`config.mk`:
```
export PLATFORM = sky130hd
export DESIGN_NAME = rd_burst_seq
export DESIGN_NICKNAME = d
export VERILOG_FILES = /design/src/rtl/rbs_pkg.sv /design/src/rtl/rbs_mode_reg.sv /design/src/rtl/rbs_launch_pipe.sv /design/src/rtl/rbs_beat_gen.sv /design/src/rtl/rd_burst_seq.sv
export SDC_FILE = /design/constraint.sdc
export NUM_CORES = 1
export LEC_CHECK = 0
export CORE_ASPECT_RATIO = 1.1
export CORE_MARGIN = 2
export CORE_UTILIZATION = 60
export CTS_BUF_LIST = sky130_fd_sc_hd__clkbuf_4 sky130_fd_sc_hd__clkbuf_8
export CTS_CLUSTER_DIAMETER = 200
export CTS_CLUSTER_SIZE = 25
export DETAILED_ROUTE_END_ITERATION = 10
export PLACE_DENSITY = 0.87
export SETUP_SLACK_MARGIN = 0.3
export SYNTH_ARGS = -nofsm -noshare
export SYNTH_HDL_FRONTEND = slang
export SYNTH_SLANG_ARGS = --single-unit
```
`constraint.sdc`:
```
create_clock -name clk -period 2.86 [get_ports clk]
set_clock_uncertainty 0.05 [all_clocks]
set_input_delay 0.572 -clock clk [delete_from_list [all_inputs] [get_ports clk]]
set_output_delay 0.572 -clock clk [all_outputs]
set_load 0.02 [all_outputs]
```
`src/rtl/rbs_pkg.sv`:
```
package rbs_pkg;
  typedef enum logic [1:0] {
    OP_NOP  = 2'd0,
    OP_MODE = 2'd1,
    OP_READ = 2'd2
  } cmd_op_e;

  localparam logic [2:0] LEN4_CODE = 3'b010;
  localparam logic [2:0] LEN8_CODE = 3'b011;
  localparam int unsigned ORDER_BIT = 3;
  localparam int unsigned LAT_LSB   = 4;
endpackage

```
`src/rtl/rbs_mode_reg.sv`:
```
module rbs_mode_reg #(
  parameter int unsigned ADDR_W = 12,
  parameter int unsigned CL_W   = 3,
  parameter int unsigned CL_MIN = 4,
  parameter int unsigned CL_MAX = 7
) (
  input  logic              clk,
  input  logic              rst,
  input  logic              set_en,
  input  logic              busy,
  input  logic [ADDR_W-1:0] fields,
  output logic              len8,
  output logic [CL_W-1:0]   lat,
  output logic              err
);
  import rbs_pkg::*;

  logic [2:0]    len_code;
  logic [CL_W-1:0] lat_field;
  logic          len_ok, order_ok, lat_ok, accept;

  assign len_code  = fields[2:0];
  assign lat_field = fields[LAT_LSB +: CL_W];
  assign len_ok    = (len_code == LEN4_CODE) || (len_code == LEN8_CODE);
  assign order_ok  = !fields[ORDER_BIT];
  assign lat_ok    = (32'(lat_field) >= CL_MIN) && (32'(lat_field) <= CL_MAX);
  assign accept    = set_en && !busy && len_ok && order_ok && lat_ok;

  always_ff @(posedge clk) begin
    if (rst) begin
      len8 <= 1'b0;
      lat  <= CL_W'(CL_MIN);
      err  <= 1'b0;
    end else begin
      err <= set_en && !accept;
      if (accept) begin
        len8 <= (len_code == LEN8_CODE);
        lat  <= lat_field;
      end
    end
  end

  // the held latency never leaves the legal range
  p_lat_range_r2: assert property (@(posedge clk) disable iff (rst)
    (32'(lat) >= CL_MIN) && (32'(lat) <= CL_MAX));

  // a refused mode-set leaves the mode untouched
  p_mode_hold_r3: assert property (@(posedge clk) disable iff (rst)
    err |-> ($stable(len8) && $stable(lat)));
endmodule

```
`src/rtl/rbs_launch_pipe.sv`:
```
module rbs_launch_pipe #(
  parameter int unsigned COL_W = 9,
  parameter int unsigned DEPTH = 7,
  localparam int unsigned IDX_W = $clog2(DEPTH)
) (
  input  logic             clk,
  input  logic             rst,
  input  logic             load,
  input  logic [IDX_W-1:0] load_idx,
  input  logic [COL_W-1:0] load_col,
  output logic             launch,
  output logic [COL_W-1:0] launch_col,
  output logic             pending
);
  logic [DEPTH-1:0] v_q;
  logic [COL_W-1:0] c_q [DEPTH];
  logic [DEPTH-1:0] v_shift;

  assign v_shift = v_q >> 1;

  for (genvar g = 0; g < DEPTH; g++) begin : g_stage
    logic             nxt_v;
    logic [COL_W-1:0] nxt_c;
    if (g == DEPTH - 1) begin : g_top
      assign nxt_v = 1'b0;
      assign nxt_c = '0;
    end else begin : g_mid
      assign nxt_v = v_q[g+1];
      assign nxt_c = c_q[g+1];
    end
    always_ff @(posedge clk) begin
      if (rst) begin
        v_q[g] <= 1'b0;
        c_q[g] <= '0;
      end else if (load && (32'(load_idx) == g)) begin
        v_q[g] <= 1'b1;
        c_q[g] <= load_col;
      end else begin
        v_q[g] <= nxt_v;
        c_q[g] <= nxt_c;
      end
    end
  end

  assign launch     = v_q[0];
  assign launch_col = c_q[0];
  assign pending    = |v_q;

  // a new entry never lands on a slot still carrying an older read
  p_no_collide_r4: assert property (@(posedge clk) disable iff (rst)
    load |-> !v_shift[load_idx]);
endmodule

```
`src/rtl/rbs_beat_gen.sv`:
```
module rbs_beat_gen #(
  parameter int unsigned COL_W  = 9,
  parameter int unsigned DATA_W = 16
) (
  input  logic              clk,
  input  logic              rst,
  input  logic              start,
  input  logic [COL_W-1:0]  start_col,
  input  logic              len8,
  input  logic [DATA_W-1:0] din,
  output logic [COL_W-1:0]  col,
  output logic [DATA_W-1:0] data,
  output logic              valid,
  output logic              more
);
  logic [COL_W-1:0] base_q;
  logic [2:0]       idx_q, left_q;
  logic             len8_q, first_q, armed_q;

  always_ff @(posedge clk) begin
    if (rst) begin
      base_q  <= '0;
      idx_q   <= '0;
      left_q  <= '0;
      len8_q  <= 1'b0;
      valid   <= 1'b0;
      data    <= '0;
      first_q <= 1'b0;
      armed_q <= 1'b0;
    end else begin
      armed_q <= 1'b1;
      if (start) begin
        base_q  <= start_col;
        len8_q  <= len8;
        idx_q   <= len8 ? {start_col[2], 2'b00} : 3'b000;
        left_q  <= len8 ? 3'd7 : 3'd3;
        valid   <= 1'b1;
        data    <= din;
        first_q <= 1'b1;
      end else if (left_q != 3'd0) begin
        idx_q   <= idx_q + 3'd1;
        left_q  <= left_q - 3'd1;
        valid   <= 1'b1;
        data    <= din;
        first_q <= 1'b0;
      end else begin
        valid   <= 1'b0;
        data    <= '0;
        first_q <= 1'b0;
      end
    end
  end

  assign col  = len8_q ? {base_q[COL_W-1:3], idx_q} : {base_q[COL_W-1:2], idx_q[1:0]};
  assign more = (left_q != 3'd0);

  // within one burst the bits above the block never move
  p_upper_stable_r7: assert property (@(posedge clk) disable iff (rst)
    (armed_q && valid && !first_q) |-> (col[COL_W-1:3] == $past(col[COL_W-1:3])));
endmodule

```
`src/rtl/rd_burst_seq.sv`:
```
module rd_burst_seq #(
  parameter int unsigned ADDR_W = 12,
  parameter int unsigned COL_W  = 9,
  parameter int unsigned DATA_W = 16,
  parameter int unsigned CL_W   = 3,
  parameter int unsigned CL_MIN = 4,
  parameter int unsigned CL_MAX = 7,
  localparam int unsigned IDX_W = $clog2(CL_MAX)
) (
  input  logic              clk,
  input  logic              rst,
  input  logic              cmd_valid,
  input  logic [1:0]        cmd_op,
  input  logic [ADDR_W-1:0] cmd_addr,
  input  logic [DATA_W-1:0] rd_din,
  output logic [COL_W-1:0]  beat_col,
  output logic [DATA_W-1:0] beat_data,
  output logic              beat_valid,
  output logic              mode_err,
  output logic              read_err
);
  import rbs_pkg::*;

  logic            is_mode, is_read, rd_ok, len8, launch, pending, more;
  logic [CL_W-1:0] lat;
  logic [2:0]      gap_q;
  logic [COL_W-1:0] launch_col, req_col;
  logic [IDX_W-1:0] slot;

  assign is_mode = cmd_valid && (cmd_op == OP_MODE);
  assign is_read = cmd_valid && (cmd_op == OP_READ);
  assign rd_ok   = is_read && (gap_q == 3'd0);
  assign req_col = {cmd_addr[COL_W-1:2], 2'b00};
  assign slot    = IDX_W'(lat - CL_W'(1));

  rbs_mode_reg #(.ADDR_W(ADDR_W), .CL_W(CL_W), .CL_MIN(CL_MIN), .CL_MAX(CL_MAX)) u_mode (
    .clk(clk), .rst(rst), .set_en(is_mode), .busy(pending || more),
    .fields(cmd_addr), .len8(len8), .lat(lat), .err(mode_err)
  );

  rbs_launch_pipe #(.COL_W(COL_W), .DEPTH(CL_MAX)) u_pipe (
    .clk(clk), .rst(rst), .load(rd_ok), .load_idx(slot), .load_col(req_col),
    .launch(launch), .launch_col(launch_col), .pending(pending)
  );

  rbs_beat_gen #(.COL_W(COL_W), .DATA_W(DATA_W)) u_beat (
    .clk(clk), .rst(rst), .start(launch), .start_col(launch_col), .len8(len8),
    .din(rd_din), .col(beat_col), .data(beat_data), .valid(beat_valid), .more(more)
  );

  always_ff @(posedge clk) begin
    if (rst) begin
      gap_q    <= '0;
      read_err <= 1'b0;
    end else begin
      read_err <= is_read && !rd_ok;
      if (rd_ok)               gap_q <= len8 ? 3'd7 : 3'd3;
      else if (gap_q != 3'd0)  gap_q <= gap_q - 3'd1;
    end
  end

  // a READ inside the previous burst window is answered with read_err
  p_read_reject_r9: assert property (@(posedge clk) disable iff (rst)
    (is_read && (gap_q != 3'd0)) |=> read_err);
endmodule

```
Word-level counts from Yosys, hierarchy flattened:

Memories as Yosys holds them, arrays and structs flattened.
Index checks and enable logic that the tools add are counted.

* bitwise gates (word level): 14
* add/subtract/negate cells: 4
* eq/ne operators: 10
* muxes and demuxes: 77
* order comparisons: 1
* reduce and logical (&&, ||, !) cells: 29

Operator list (count)
* 9-bit 2-to-1 mux: 14
* 1-bit 2-to-1 mux: 52
* 16-bit 2-to-1 mux: 2
* 3-bit 2-to-1 mux: 9
* 1-bit logical AND: 16
* 1-bit OR: 14
* 3-bit by 2-bit == test with 1-bit output, second input constant: 4
* 3-bit == test, second input constant: 3
* 3-bit by 1-bit subtractor with 3-bit output, second input constant: 3
* 7-bit OR reduction: 1
* 3-bit logical NOT: 2
* 3-bit nonzero test: 2
* 1-bit logical NOT: 4
* 2-bit nonzero test: 2
* 3-bit by 1-bit adder with 3-bit output, second input constant: 1
* 3-bit by 1-bit == test with 1-bit output, second input constant: 1
* 3-bit greater-or-equal comparator, second input constant: 1
* 2-bit by 1-bit == test with 1-bit output, second input constant: 1
* 2-bit == test, second input constant: 1
* 1-bit logical OR: 2

* memories kept: 1
* flip-flop bits (word level): 49
* input bits: 33
* RAM bits: 63

Memories
* u_pipe.c_q: words 7, width 9, read ports 7, clocked after memory_dff 0, write ports 7, line rbs_launch_pipe.sv:16 `logic [COL_W-1:0] c_q [DEPTH];`

Logic depth before layout (Yosys ltp):

* depth in word-level cells: 9
* depth in mapped cells: 7
* depth with buffers taken out: 6

Hierarchy:

Synthesis repeated with hierarchy kept, for this count alone.

* cells, all modules: 352
* area total of the unflattened synthesis: 4591.9 um^2

Modules (own cells, without submodules)
* rbs_launch_pipe: area an instance 2951.6 um^2, cells each 202, instances 1
* rbs_beat_gen: area an instance 1159.9 um^2, cells each 103, instances 1
* rd_burst_seq: area an instance 252.7 um^2, cells each 29, instances 1
* rbs_mode_reg: area an instance 227.7 um^2, cells each 18, instances 1

Worst setup path before layout:

No wires, ideal clock.

* kind: reg-to-reg
* start: reg u_mode.lat[0]
* end: mem u_pipe.c_q[5][2] (data pin)
* data arrival time: 1.611 ns
* data required time: 2.544 ns
* buffers on the path: 1
* setup slack: 0.933 ns
* cell stages (with the launch flop): 8
* setup time: 0.266 ns
* path through: dfxtp_1 -> nor2_1 -> ha_1 -> nand2b_1 -> or4b_4 -> buf_6 -> mux2i_1 -> nor2_1

RTL lines
* start, declared: line rbs_mode_reg.sv:13 `output logic [CL_W-1:0] lat,`
* start signal, assigned: line rbs_mode_reg.sv:32 `lat <= CL_W'(CL_MIN);`
* start signal, assigned: line rbs_mode_reg.sv:38 `lat <= lat_field;`
* end, declared: line rbs_launch_pipe.sv:16

==> out/summary.md <==
The logs give 0.496 for the worst max-slew margin expressed relative to the limit and 0.213 for the global routing usage summed across all routing layers. Areal power density over the cells: 664 mW/mm². For the via count of the first global-routing pass, the log shows 2630. In the post-synthesis netlist, the biggest area contributors are sky130_fd_sc_hd__edfxtp_1, sky130_fd_sc_hd__dfxtp_1, sky130_fd_sc_hd__mux2i_1. Of all nets on the critical path, the largest fanout is 10. The number of synthesized flops with an enable pin was 49.

The signal on the critical path passes through clkdlybuf4s50_1, nand4b_4, or4_1, mux2i_1, nor2_1. TritonCTS built the clock tree. The number of buffers and inverters on the critical path is 1. The post-route minimum period is 2.31 ns, and the die boundary height is 89.5 µm. Clock-pin slew was measured on the worst setup and hold paths at 0.08 ns. For the reg2reg setup slack, the log shows 0.64 ns.

Averaged over all synthesized cells, the footprint is 11.9 µm². The buffer count from post-CTS setup fixing was 0; the remaining global-route overflow was 0. The worst register-to-register path begins at gap_q[0]. The tools report the critical path launch point type as an input pin. In this run the deepest clock path goes through 2 buffers. STA puts the critical path data required time at 2.90 ns. Count of cells along the worst hold path: 2.

The run gives 2.35 ns as the data arrival time at the worst-slack endpoint. By instance count, the leading cell after synthesis is sky130_fd_sc_hd__nor2_1. Detailed placement ended at an HPWL of 5120 µm.

The sum of internal, switching and leakage power was 3.29 mW. The root buffer selected by CTS was sky130_fd_sc_hd__clkbuf_8. The critical path is of the input pin to flop type. The tools report the floorplan row count as 31.

The launching instance or port of the critical path was cmd_valid. Setup repair after global routing left no endpoint under its margin. Once layout is done, the placed cells without fillers occupy 0.00496 mm². The total area inside the core boundary comes to 0.00652 mm². The die outline area was 0.00731 mm². At the pin with the least slew margin, the transition time is 0.753 ns. The tools report the leakage power figure as 1.99 nW. The run finished with clean final reports.

The run gives 0.000466 V as the worst supply voltage drop on vdd. Counting cells, the worst reg-to-reg path comes to 6. The Yosys step of the flow raised 0 warnings.

The tools report the number of hold buffers added after CTS as 0. The netlist area before placement is 0.00399 mm², and the per-cell via count in the routed design is 5.01. At the end of routability-driven placement, the weighted congestion stood at 0.801. In the synthesized netlist, the cells that appear most often are sky130_fd_sc_hd__nor2_1, sky130_fd_sc_hd__edfxtp_1, sky130_fd_sc_hd__mux2i_1, sky130_fd_sc_hd__dfxtp_1, sky130_fd_sc_hd__and2_1. The tools report the final number of hold-violating endpoints as 0. Endpoint of the worst hold path: u_pipe.g_stage[0].nxt_v. Counting every instance in the synthesized netlist gives 335. Across the run, the number of max-cap violations was 0. The number of buffers created by CTS is 9, and the number of design-rule violations left by the first detailed-router iteration is 110. The final layout contains 475 nets. The initial core utilization was 0.612; the area of placed instances was 0.00477 mm².

The tools report the final-report max-slew violation count as 0. Counting flops and latches in the post-synthesis netlist gives 96. Counting the fill cells in the layout gives 444. The capture instance of the worst register-to-register path is u_pipe.c_q[3][3]. The first global-routing pass estimated 11500 µm of wire. The number of setup violations in the final report was 0. On the worst path, the slowest cell contributes a delay of 0.74 ns.

The class of the worst hold path was flop to flop. Grouping stages by cell kind, the critical path spends the most delay in simple AND/OR/NAND/NOR gates. From synthesis to final layout, the design area changed by 24.4%. The maximum number of pins on one net before global-route repair was 46. The first detailed-routing pass ran for 4 iterations. The largest individual stage delay along the critical path comes from the cell sky130_fd_sc_hd__or4_1. The fraction of registers with async set/reset was 0; the maximum clock frequency was 0.433 GHz. Most common flop cell mapped by yosys: sky130_fd_sc_hd__edfxtp_1. The logs give 0 for the initial antenna violation count and 0.761 for the utilization of the core after routing. The H-tree was split into 3 levels.

The top-area cell type share of the netlist area is 0.369, and the fraction of layout cells with a size suffix above 1 is 0.0658. The unique cell type count in the Yosys netlist came out at 39. Measured along the x axis, the die boundary spans 81.7 µm.

In the final routed layout, each cell accounts on average for 13.3 µm. The detailed router placed 2621 vias in this run. The worst setup path is captured at a flop.

The later-pin clock latency in the skew report is 0.34 ns, and the share of the clock period used by the worst path after layout is 0.808. The number of clock sinks seen by CTS came out at 96. The number of antenna diodes was 0. For this run, design rule violations remaining after detail routing come to 0. The startpoint identified for the worst hold timing path is u_pipe.g_stage[1].nxt_v.

Setup slack on the critical path of the routed design comes to 0.549 ns. The setup TNS is 0 ns, and the final antenna-violating net count is 0. Number of buffer cells added on primary ports: 57. The part of the Yosys area used for sequential elements is 0.605. The top-level port count was 61; the setup slack after placement was 0.198 ns. For the number of gates given a new drive strength after cts, the log shows 0.

sky130_fd_sc_hd__edfxtp_1 takes more of the synthesized area than any other cell. The tools report the post-detailed-routing wire length as 6960 µm.
## per-layer routing
metal,routed length [µm],up-vias,track usage
li1,-,1300,-
met1,2880,1227,0.241
met2,3440,78,0.376
met3,411,16,0.0424
met4,230,0,0.118
met5,0,-,0
## stage by stage
step | hold slack [ns] | cells
2_1_floorplan | 0.373 | 383
3_3_place_gp | 0.379 | 507
3_5_place_dp | 0.392 | 507
4_1_cts | 0.405 | 523
5_1_grt | 0.423 | 523
6_report | 0.401 | 523
## how the worst max path moves through the flow
stage / to / slack, ns / depth (start not counted)
floorplan: u_pipe.c_q[5][2] / 0.93 / 7
global placement: u_pipe.c_q[0][2] / 0.26 / 5
detailed placement: u_pipe.c_q[0][6] / 0.20 / 5
CTS: u_pipe.c_q[0][6] / 0.57 / 5
global route: u_pipe.c_q[3][5] / 0.48 / 6
finish: u_pipe.c_q[0][6] / 0.55 / 5
## cell usage in the layout (no fill, tap or decap), types with 2 or more instances in the layout
| master | instances |
|---|---|
| sky130_fd_sc_hd__a211oi_1 | 2 |
| sky130_fd_sc_hd__a21oi_1 | 9 |
| sky130_fd_sc_hd__and2_1 | 24 |
| sky130_fd_sc_hd__buf_4 | 9 |
| sky130_fd_sc_hd__clkbuf_8 | 9 |
| sky130_fd_sc_hd__clkdlybuf4s50_1 | 56 |
| sky130_fd_sc_hd__clkinv_2 | 2 |
| sky130_fd_sc_hd__conb_1 | 49 |
| sky130_fd_sc_hd__dfxtp_1 | 47 |
| sky130_fd_sc_hd__edfxtp_1 | 49 |
| sky130_fd_sc_hd__ha_1 | 6 |
| sky130_fd_sc_hd__inv_1 | 8 |
| sky130_fd_sc_hd__mux2i_1 | 48 |
| sky130_fd_sc_hd__nand2_1 | 3 |
| sky130_fd_sc_hd__nand2b_1 | 9 |
| sky130_fd_sc_hd__nand3b_1 | 8 |
| sky130_fd_sc_hd__nor2_1 | 58 |
| sky130_fd_sc_hd__nor2b_1 | 2 |
| sky130_fd_sc_hd__nor3_1 | 5 |
| sky130_fd_sc_hd__nor3b_1 | 3 |
| sky130_fd_sc_hd__nor4b_1 | 2 |
| sky130_fd_sc_hd__o21ai_0 | 8 |
| sky130_fd_sc_hd__or3_1 | 2 |
| sky130_fd_sc_hd__xnor2_1 | 3 |
## sequential cells by signal, indices dropped and copies added (netlist names), 3 cells and up
name / count
u_pipe.g_stage.nxt_v: 6
u_beat.idx_q: 3
u_beat.base_q: 7
u_beat.left_q: 3
u_mode.lat: 3
u_beat.data: 16
u_pipe.c_q: 49
gap_q: 3
## logic make-up after synthesis
kind of cell               Yosys count  share of synthesized area
and+or+nand+nor                    127                      0.174
DFF                                 96                      0.605
muxes                               49                      0.123
buffers and inverters               32                     0.0414
AOI/OAI and AO/OA                   21                     0.0292
adders and majority gates            6                     0.0188
xor gates and xnor gates             3                    0.00659
other                                1                   0.000941
## worst register-to-register path, delay by kind of cell (launching register included)
kind / cells / cell delay [ns]
muxes: 1 / 0.26
buffers and inverters: 1 / 0.09
and+or+nand+nor: 3 / 0.97
adders and majority gates: 1 / 0.28
DFF: 1 / 0.34
## cell type report
class	count	area [µm²]	area share
multi-input cells	255	1590	0.320
clock inverters	6	60.1	0.0121
repair buffers	66	633	0.128
clock buffers	10	131	0.0265
flip-flops and latches	96	2410	0.487
inverters	8	30.0	0.00606
well taps	82	103	0.0207
## power by group
group          internal, mW  switching, mW  total [mW]
clock                 0.410          0.433       0.843
combinational         0.365          0.408       0.774
sequential             1.61         0.0699        1.68
total                  2.38          0.912        3.29
No activity file was read; power rests on OpenSTA's default activity.
